<file path="src/rtl/wlr_pkg.sv">
package wlr_pkg;
  typedef enum logic [2:0] {
    PH_IDLE   = 3'd0,
    PH_SHARE1 = 3'd1,
    PH_GAP1   = 3'd2,
    PH_DRIVE  = 3'd3,
    PH_GAP2   = 3'd4,
    PH_SHARE2 = 3'd5,
    PH_DISCH  = 3'd6
  } wlr_phase_e;
endpackage

</file>
<file path="src/rtl/wlr_phase_fsm.sv">
module wlr_phase_fsm #(
  parameter int SHARE_CYC = 1,
  parameter int GAP_CYC   = 1,
  parameter int DRIVE_CYC = 1,
  parameter int DISCH_CYC = 1
) (
  input  logic                clk,
  input  logic                rst_n,
  input  logic                launch_i,
  output wlr_pkg::wlr_phase_e phase_o,
  output logic                take_o,
  output logic                seq_end_o
);
  import wlr_pkg::*;

  localparam int MAX_AB  = (SHARE_CYC > GAP_CYC) ? SHARE_CYC : GAP_CYC;
  localparam int MAX_CD  = (DRIVE_CYC > DISCH_CYC) ? DRIVE_CYC : DISCH_CYC;
  localparam int MAX_CYC = (MAX_AB > MAX_CD) ? MAX_AB : MAX_CD;
  localparam int TMR_W   = (MAX_CYC > 1) ? $clog2(MAX_CYC) : 1;

  wlr_phase_e        phase_q, phase_d;
  logic [TMR_W-1:0]  tmr_q;
  logic              last;

  function automatic logic [TMR_W-1:0] len_m1(wlr_phase_e p);
    case (p)
      PH_SHARE1, PH_SHARE2: len_m1 = TMR_W'(SHARE_CYC - 1);
      PH_GAP1, PH_GAP2:     len_m1 = TMR_W'(GAP_CYC - 1);
      PH_DRIVE:             len_m1 = TMR_W'(DRIVE_CYC - 1);
      PH_DISCH:             len_m1 = TMR_W'(DISCH_CYC - 1);
      default:              len_m1 = '0;
    endcase
  endfunction

  assign last = (tmr_q == '0);

  always_comb begin
    phase_d = phase_q;
    case (phase_q)
      PH_IDLE:   if (launch_i) phase_d = PH_SHARE1;
      PH_SHARE1: if (last) phase_d = PH_GAP1;
      PH_GAP1:   if (last) phase_d = PH_DRIVE;
      PH_DRIVE:  if (last) phase_d = PH_GAP2;
      PH_GAP2:   if (last) phase_d = PH_SHARE2;
      PH_SHARE2: if (last) phase_d = PH_DISCH;
      PH_DISCH:  if (last) phase_d = launch_i ? PH_SHARE1 : PH_IDLE;
      default:   phase_d = PH_IDLE;
    endcase
  end

  always_ff @(posedge clk or negedge rst_n) begin
    if (!rst_n) begin
      phase_q <= PH_IDLE;
      tmr_q   <= '0;
    end else begin
      phase_q <= phase_d;
      if (phase_d != phase_q)
        tmr_q <= len_m1(phase_d);
      else if (!last)
        tmr_q <= tmr_q - 1'b1;
    end
  end

  assign phase_o   = phase_q;
  assign seq_end_o = (phase_q == PH_DISCH) && last;
  assign take_o    = (phase_q == PH_IDLE) || seq_end_o;

  // leaving discharge only ever goes to idle or a fresh first share
  a_r2_disch_exit: assert property (@(posedge clk) disable iff (!rst_n)
    ($past(phase_q) == PH_DISCH && phase_q != PH_DISCH)
      |-> (phase_q == PH_IDLE || phase_q == PH_SHARE1));

  // the return share is always entered from the second gap
  a_r2_share2_entry: assert property (@(posedge clk) disable iff (!rst_n)
    ($past(phase_q) != PH_SHARE2 && phase_q == PH_SHARE2) |-> $past(phase_q) == PH_GAP2);
endmodule

</file>
<file path="src/rtl/wlr_req_hold.sv">
module wlr_req_hold #(
  parameter int ROW_W = 4
) (
  input  logic             clk,
  input  logic             rst_n,
  input  logic             acc_i,
  input  logic             take_i,
  input  logic [ROW_W-1:0] req_row_i,
  output logic             pend_valid_o,
  output logic [ROW_W-1:0] pend_row_o
);
  logic             pend_valid_q;
  logic [ROW_W-1:0] pend_row_q;

  always_ff @(posedge clk or negedge rst_n) begin
    if (!rst_n) begin
      pend_valid_q <= 1'b0;
      pend_row_q   <= '0;
    end else if (take_i && pend_valid_q) begin
      pend_valid_q <= 1'b0;
    end else if (acc_i && !take_i) begin
      pend_valid_q <= 1'b1;
      pend_row_q   <= req_row_i;
    end
  end

  assign pend_valid_o = pend_valid_q;
  assign pend_row_o   = pend_row_q;

  // a waiting request keeps its row until it is launched
  a_r5_hold_stable: assert property (@(posedge clk) disable iff (!rst_n)
    (pend_valid_q && !take_i) |=> (pend_valid_q && $stable(pend_row_q)));

  // nothing is accepted on top of a waiting request
  a_r8_no_overwrite: assert property (@(posedge clk) disable iff (!rst_n)
    pend_valid_q |-> !acc_i);
endmodule

</file>
<file path="src/rtl/wlr_settle_cnt.sv">
module wlr_settle_cnt #(
  parameter int SETTLE_COUNT = 10
) (
  input  logic clk,
  input  logic rst_n,
  input  logic seq_end_i,
  output logic settled_o
);
  localparam int CNT_W = $clog2(SETTLE_COUNT + 1);

  logic [CNT_W-1:0] cnt_q;
  logic             full;

  assign full = (cnt_q == CNT_W'(SETTLE_COUNT));

  always_ff @(posedge clk or negedge rst_n) begin
    if (!rst_n)
      cnt_q <= '0;
    else if (seq_end_i && !full)
      cnt_q <= cnt_q + 1'b1;
  end

  assign settled_o = full;

  // once settled, stays settled until reset
  a_r7_settled_sticky: assert property (@(posedge clk) disable iff (!rst_n)
    settled_o |=> settled_o);

  // the count moves only on a completed access
  a_r7_count_steps: assert property (@(posedge clk) disable iff (!rst_n)
    !seq_end_i |=> $stable(cnt_q));
endmodule

</file>
<file path="src/rtl/wl_recycle_seq.sv">
module wl_recycle_seq #(
  parameter int ROWS         = 16,
  parameter int SETTLE_COUNT = 10,
  parameter int SHARE_CYC    = 1,
  parameter int GAP_CYC      = 1,
  parameter int DRIVE_CYC    = 1,
  parameter int DISCH_CYC    = 1,
  localparam int ROW_W       = $clog2(ROWS)
) (
  input  logic             clk,
  input  logic             rst_n,
  input  logic             req_valid,
  output logic             req_ready,
  input  logic [ROW_W-1:0] req_row,
  output logic             wl_en,
  output logic             share_stb,
  output logic             drive_stb,
  output logic             disch_stb,
  output logic [ROW_W-1:0] row_idx,
  output logic [ROWS-1:0]  wl_sel,
  output logic             settled
);
  import wlr_pkg::*;

  wlr_phase_e       phase;
  logic             take, seq_end, acc, launch;
  logic             pend_valid;
  logic [ROW_W-1:0] pend_row;
  logic [ROW_W-1:0] cur_row_q;

  assign req_ready = !pend_valid;
  assign acc       = req_valid && req_ready;
  assign launch    = pend_valid || acc;

  wlr_phase_fsm #(
    .SHARE_CYC(SHARE_CYC), .GAP_CYC(GAP_CYC),
    .DRIVE_CYC(DRIVE_CYC), .DISCH_CYC(DISCH_CYC)
  ) fsm_i (
    .clk(clk), .rst_n(rst_n), .launch_i(launch),
    .phase_o(phase), .take_o(take), .seq_end_o(seq_end)
  );

  wlr_req_hold #(.ROW_W(ROW_W)) hold_i (
    .clk(clk), .rst_n(rst_n), .acc_i(acc), .take_i(take),
    .req_row_i(req_row), .pend_valid_o(pend_valid), .pend_row_o(pend_row)
  );

  wlr_settle_cnt #(.SETTLE_COUNT(SETTLE_COUNT)) settle_i (
    .clk(clk), .rst_n(rst_n), .seq_end_i(seq_end), .settled_o(settled)
  );

  always_ff @(posedge clk or negedge rst_n) begin
    if (!rst_n)
      cur_row_q <= '0;
    else if (take && launch)
      cur_row_q <= pend_valid ? pend_row : req_row;
  end

  assign wl_en     = (phase != PH_IDLE);
  assign share_stb = (phase == PH_SHARE1) || (phase == PH_SHARE2);
  assign drive_stb = (phase == PH_DRIVE);
  assign disch_stb = (phase == PH_DISCH);
  assign row_idx   = wl_en ? cur_row_q : '0;

  for (genvar g = 0; g < ROWS; g++) begin : g_sel
    assign wl_sel[g] = wl_en && (cur_row_q == ROW_W'(g));
  end

  // strobes never overlap
  a_r3_strobes_exclusive: assert property (@(posedge clk) disable iff (!rst_n)
    $onehot0({share_stb, drive_stb, disch_stb}));

  // share and drive are always separated by a quiet cycle
  a_r3_share_drive_gap: assert property (@(posedge clk) disable iff (!rst_n)
    (share_stb |=> !drive_stb) and (drive_stb |=> !share_stb));

  // every access opens with a share
  a_r2_open_with_share: assert property (@(posedge clk) disable iff (!rst_n)
    $rose(wl_en) |-> share_stb);

  // discharge follows the return share
  a_r2_disch_after_share: assert property (@(posedge clk) disable iff (!rst_n)
    $rose(disch_stb) |-> $past(share_stb));

  // row stays fixed inside a sequence
  a_r4_row_held: assert property (@(posedge clk) disable iff (!rst_n)
    (wl_en && $past(wl_en) && !($past(disch_stb) && !disch_stb)) |-> $stable(row_idx));

  // selection is one-hot while active
  a_r4_sel_onehot: assert property (@(posedge clk) disable iff (!rst_n)
    wl_en |-> $countones(wl_sel) == 1);
endmodule

</file>
<file path="config.mk">
export PLATFORM = sky130hd
export DESIGN_NAME = wl_recycle_seq
export DESIGN_NICKNAME = d
export VERILOG_FILES = /design/src/rtl/wlr_pkg.sv /design/src/rtl/wlr_phase_fsm.sv /design/src/rtl/wlr_req_hold.sv /design/src/rtl/wlr_settle_cnt.sv /design/src/rtl/wl_recycle_seq.sv
export SDC_FILE = /design/constraint.sdc
export NUM_CORES = 1
export LEC_CHECK = 0
export ABC_AREA = 1
export BUFFER_PORTS_ARGS = -buffer_cell sky130_fd_sc_hd__clkbuf_2
export CORE_MARGIN = 2
export CORE_UTILIZATION = 52
export CTS_CLUSTER_SIZE = 20
export DETAILED_ROUTE_END_ITERATION = 12
export PLACE_DENSITY = 0.87
export SYNTH_ARGS = -nofsm -noshare
export SYNTH_HDL_FRONTEND = slang
export SYNTH_SLANG_ARGS = --single-unit
</file>
<file path="constraint.sdc">
create_clock -name clk -period 2.6 [get_ports clk]
set_input_delay 0.13 -clock clk [delete_from_list [all_inputs] [get_ports clk]]
set_output_delay 0.13 -clock clk [all_outputs]
set_load 0.005 [all_outputs]
</file>
==> results of run 1 <==
## Yosys cell counts (all sizes together)
library cell | n | area share, %
dfrtp | 16 | 41
ha | 2 | 2.6
inv | 17 | 6.6
nand2 | 47 | 22
nand3 | 18 | 12
nor2 | 25 | 10
nor3 | 1 | 0.51
o21ai | 5 | 2.6
o21bai | 1 | 0.77
xnor2 | 1 | 0.90
xor2 | 1 | 0.90
## cell type report
| type | instances | area share, % |
|---|---|---|
| Clock buffer | 4 | 2.999 |
| Inverter | 17 | 5.274 |
| Multi-Input combinational cell | 101 | 41.99 |
| Sequential cell | 16 | 33.09 |
| Tap cell | 25 | 2.585 |
| Timing Repair Buffer | 33 | 14.06 |
## flip-flops by register name, summed over array words and instances, names as in the netlist
name and cells:
hold_i.pend_row_o 4, cur_row_q 4, hold_i.pend_valid_o 1, settle_i.cnt_q 4, fsm_i.phase_o 3
## per-layer routing
| layer | vias to the layer above | share of wire [%] | global-route usage [%] |
|---|---|---|---|
| met1 | 433 | 46 | 23.28 |
| li1 | 491 | - | - |
| met4 | 0 | 1.3 | 8.333 |
| met3 | 4 | 6.6 | 3.462 |
| met2 | 37 | 47 | 35.68 |
| met5 | - | 0 | 0 |
## how the worst min path moves through the flow
| stage | endpoint | start | slack (ns) |
|---|---|---|---|
| 2_1_floorplan | cur_row_q[0] | rst_n | -0.17 |
| 3_5_place_dp | settle_i.cnt_q[0] | rst_n | 0.07 |
| 5_1_grt | hold_i.pend_row_o[2] | req_row[2] | 0.11 |
| 3_3_place_gp | settle_i.cnt_q[2] | rst_n | 0.07 |
| 6_report | hold_i.pend_row_o[3] | req_row[3] | 0.08 |
| 4_1_cts | hold_i.pend_row_o[3] | req_row[3] | 0.07 |
## worst max-delay path, delay by kind of cell, from the launching register on
kind          cells  cell delay, ns
buf+inv           2            0.22
simple gates      3            0.40
flops             1            0.47
## cell families (layout without fill, tap and decap cells)
family,Yosys count,after routing,share of synthesized area (%)
adders and majority gates,2,2,2.574
AOI/OAI and AO/OA,6,6,3.346
buffers and inverters,17,54,6.564
DFF,16,16,41.18
and+or+nand+nor,91,91,44.53
xor gates and xnor gates,2,2,1.802
## through the flow
step                setup WS [ns]  util, %
floorplan                   1.552        -
global placement            1.463    66.67
detailed placement          1.419    66.67
CTS                         1.086    69.32
global route               0.9679    69.32
finish                      1.080    69.32
## power breakdown
group / switching, mW / leakage, nW / internal (mW) / total, mW
sequential: 0.109 / 0.202 / 0.357 / 0.467
combinational: 0.468 / 0.489 / 0.274 / 0.742
clock: 0.0784 / 0.0210 / 0.0854 / 0.164
==> impl_metrics.json, run 1 <==
{
  "min_period_over_period_pct": 58.45,
  "ir_worst_vdd_mv": 0.6225,
  "n_fill_cell": 152,
  "endpoint": "wl_sel[6]",
  "holdBufCountCts": 1,
  "finalSetupViolCount": 0,
  "multiInputGateArea_sq_um": 508.0,
  "final_cell_mix": "nand2_1, clkbuf_2, nor2_1",
  "powerDensity_mw_per_mm2": 1134,
  "wl_per_cell_microns": 9.959,
  "cp-start-kind": "flop",
  "dr_total_vias": 965,
  "finalNonFillerCells": 196,
  "cts-resized-gates": 0,
  "clk_pin_slew_ns": 0.09,
  "yosysUniqueCellTypes": 17,
  "cts_sinks": 16,
  "grt_use_total_pct": 19.95,
  "overflow": 0,
  "arrival_ns": 1.39,
  "gp_congestion": 0.7586,
  "nNetsFinal": 181,
  "tightestPinTransition_ns": 0.4206,
  "grt_max_degree": 17,
  "fin_tns_setup_ns": 0,
  "synth-warning-count": 0,
  "syn_to_final_growth_pct": 24.45,
  "diodes": 0,
  "max-cap-violations": 0,
  "syn_area_per_cell_sq_um": 7.255,
  "route.detailed.drc": 0,
  "crit_chain": "inv_2 > nand3_4 > nand3_1 > nor2_1 > clkbuf_2",
  "dp_cells": 191,
  "port_buffers": 32,
  "synth_nets": 143,
  "critPathKind": "flop to output pin",
  "rsz0062_at_grt": "no",
  "die_area_sq_mm": 0.002232,
  "io_pins": 33,
  "hold_ws_ns": 0.08474,
  "coreArea_sq_mm": 0.001745,
  "viasPerCell": 4.923,
  "clk_latency_ns": 0.29,
  "clock-skew-final_ns": 0.007184,
  "cts_tree": "yes",
  "drt_iter0_markers": 24,
  "crit_slowest_cell": "dfrtp_1",
  "cp-end-kind": "output pin",
  "r2r_cells": 4,
  "ant_nets": 0,
  "seq_area_sq_um": 400.4,
  "finalPower_mw": 1.373,
  "htreeDepth": 1,
  "worstPathRequired_ns": 2.47,
  "place_hpwl_mm": 1.630,
  "yosysSeqAreaShare_pct": 41.18,
  "antenna_found_initial": 0,
  "cp-startpoint": "fsm_i.phase_o[2]",
  "grt_pass1_vias": 788,
  "cts_max_path_buffers": 2,
  "cts_made_buffers": 3,
  "final_hold_viol_count": 0,
  "post-cts-setup-buffer-count": 0,
  "place_area_sq_mm": 0.001164,
  "final_cell_area_sq_mm": 0.001210,
  "r2r_slack_ns": 1.43,
  "rows": 15,
  "cpPeakStageDelay_ns": 0.47,
  "whs_path_depth": 3,
  "ys_seq_elements": 16,
  "cp_max_fo": 7,
  "die_height_microns": 47.24,
  "slew_headroom_pct": 71.86,
  "status": "complete, no violations",
  "period_needed_ns": 1.520,
  "drive_gt1_share_pct": 28.65,
  "fmax_mhz": 658.0,
  "slew_violations": 0,
  "hold_class": "primary input to flop",
  "routed_wl_mm": 1.952,
  "initial_core_util_pct": 55.70,
  "final_common_cell": "nand2_1",
  "cts_root_buf": "clkbuf_4",
  "die_x_microns": 47.24,
  "synthesis.area_sq_um": 972.2,
  "dr.pass1.iters": 4,
  "p_leak_nw": 0.7122,
  "grt_first_pass_wirelength_mm": 3.091,
  "synth_cells": 134,
  "r2r-start": "hold_i.pend_valid_o",
  "r2r-end": "hold_i.pend_row_o[0]"
}
(Power assumes the default switching activity.)
==> run 2, diff against run 1 <==
--- a/config.mk
+++ b/config.mk
@@ -8,10 +8,10 @@
 export ABC_AREA = 1
 export BUFFER_PORTS_ARGS = -buffer_cell sky130_fd_sc_hd__clkbuf_2
 export CORE_MARGIN = 2
-export CORE_UTILIZATION = 52
+export CORE_UTILIZATION = 49
 export CTS_CLUSTER_SIZE = 20
 export DETAILED_ROUTE_END_ITERATION = 12
-export PLACE_DENSITY = 0.87
+export PLACE_DENSITY = 0.83
 export SYNTH_ARGS = -nofsm -noshare
 export SYNTH_HDL_FRONTEND = slang
 export SYNTH_SLANG_ARGS = --single-unit
==> constraint.sdc (replaced) <==
create_clock -name clk -period 1.5 [get_ports clk]
set_input_delay 0.075 -clock clk [delete_from_list [all_inputs] [get_ports clk]]
set_output_delay 0.075 -clock clk [all_outputs]
set_load 0.005 [all_outputs]
==> run 2 against run 1 <==
  * Hold slack got worse by 0.053 ns
  * Non-clock buffer count rose by 2
  * Clock skew fell by 0.0056 ns
  * Critical endpoint is now wl_sel[9]
  * Largest cell class unchanged
==> impl_metrics.json, run 2 (synthesis gave the netlist of run 1 again) <==
{
  "slew_headroom_pct": 69.75,
  "whs_path_depth": 3,
  "hold_ws_ns": 0.03205,
  "grt_max_degree": 17,
  "pre_cts_slack_ns": 0.3365,
  "drive_gt1_share_pct": 30.23,
  "place_hpwl_mm": 1.568,
  "powerDensity_mw_per_mm2": 1927,
  "ant_nets": 0,
  "min_period_over_period_pct": 93.36,
  "hold_class": "primary input to flop",
  "cts_sinks": 16,
  "n_fill_cell": 173,
  "dr_total_vias": 931,
  "final_common_cell": "nand2_1",
  "cpPeakStageDelay_ns": 0.42,
  "critPathKind": "flop to output pin",
  "cts_made_buffers": 3,
  "fin_ws_ns": 0.09966,
  "clk_pin_slew_ns": 0.08,
  "die_area_sq_mm": 0.002356,
  "final_hold_viol_count": 0,
  "drt_iter0_markers": 13,
  "cts_root_buf": "clkbuf_4",
  "slew_violations": 0,
  "cp-start-kind": "flop",
  "grt_pass1_vias": 839,
  "cp-end-kind": "output pin",
  "route.detailed.drc": 0,
  "status": "complete, no violations",
  "htreeDepth": 1,
  "final_cell_mix": "nand2_1, clkbuf_2, nor2_1",
  "cp_max_fo": 7,
  "tightestPinTransition_ns": 0.4521,
  "port_buffers": 32,
  "diodes": 0,
  "period_needed_ns": 1.400,
  "die_height_microns": 48.54,
  "wl_per_cell_microns": 9.714,
  "viasPerCell": 4.678,
  "routed_wl_mm": 1.933,
  "cts_max_path_buffers": 2,
  "crit_slowest_cell": "dfrtp_2",
  "die_x_microns": 48.54,
  "dr.pass1.iters": 4,
  "overflow": 0,
  "grt_use_total_pct": 18.12,
  "finalSetupViolCount": 0,
  "worstPathRequired_ns": 1.42,
  "clock-skew-final_ns": 0.001620,
  "crit_chain": "inv_2 > nand3_4 > nand3_1 > nor2_1 > clkbuf_2",
  "r2r_cells": 4,
  "grt_first_pass_wirelength_mm": 3.408,
  "ir_worst_vdd_mv": 0.9731,
  "fin_tns_setup_ns": 0,
  "clk_latency_ns": 0.28,
  "max-cap-violations": 0,
  "initial_core_util_pct": 50.59,
  "nNetsFinal": 183,
  "coreArea_sq_mm": 0.001922,
  "io_pins": 33,
  "p_leak_nw": 0.7125,
  "arrival_ns": 1.33,
  "fmax_mhz": 714.1,
  "syn_to_final_growth_pct": 25.10,
  "cts_tree": "yes",
  "finalPower_mw": 2.344,
  "antenna_found_initial": 0,
  "final_util_pct": 63.28,
  "gp_congestion": 0.8304,
  "rows": 16
}
==> run 2: cell types whose count changed in the layout (fill, tap and decap cells not counted), sizes merged <==
cell / before / now
clkbuf: 36 / 35
buf: 0 / 2
==> run 2: metal layers <==
metal | routed length, microns | track usage [%]
met1 | 897 | 23.25
met3 | 118 | 3.086
met2 | 896 | 30.56
met4 | 21 | 7.143
met5 | 0 | 0
==> run 2: layout make-up <==
class | instances | area (sq um) | share of cell area [%]
Clock buffer | 3 | 22.52 | 1.852
Inverter | 17 | 63.81 | 5.247
Multi-Input combinational cell | 101 | 508.0 | 41.77
Sequential cell | 16 | 402.9 | 33.13
Tap cell | 27 | 33.78 | 2.778
Timing Repair Buffer | 35 | 185.2 | 15.23
==> run 2: repair_timing <==
item                       in CTS  in global routing
setup endpoints to repair       0                 15
setup buffers                   0                  2
resized for setup               0                  2
hold endpoints to repair       16                  0
hold buffers                    1                  0
==> run 2: per-stage QoR <==
step	std cells	area, sq um
floorplan	134	972.2
global placement	193	1166
detailed placement	193	1166
CTS	197	1199
global route	199	1216
finish	199	1216
==> run 2: power by group <==
group | total, mW | switching (mW) | internal (mW) | leakage [nW]
clock network | 0.217 | 0.124 | 0.0932 | 0.0138
logic | 1.31 | 0.805 | 0.507 | 0.499
registers | 0.814 | 0.190 | 0.624 | 0.200
total | 2.34 | 1.12 | 1.22 | 0.713
==> run 2: final timing paths <==
path	slack (ns)	endpoint	start
hold reg to reg	0.48	hold_i.pend_row_o[3]	hold_i.pend_row_o[3]
setup / recovery	0.1	wl_sel[9]	fsm_i.phase_o[2]
hold / removal	0.03	hold_i.pend_row_o[3]	req_row[3]
max in group asynchronous	0.96	fsm_i.phase_o[1]	rst_n
min in group asynchronous	0.24	fsm_i.phase_o[0]	rst_n
setup reg to reg	0.34	hold_i.pend_row_o[1]	hold_i.pend_valid_o
==> run 2: worst max-delay path: cells and delay by family (launching register included) <==
kind                   cells  cell delay [ns]
DFF                        1             0.42
and+or+nand+nor            3             0.41
buffers and inverters      2             0.21
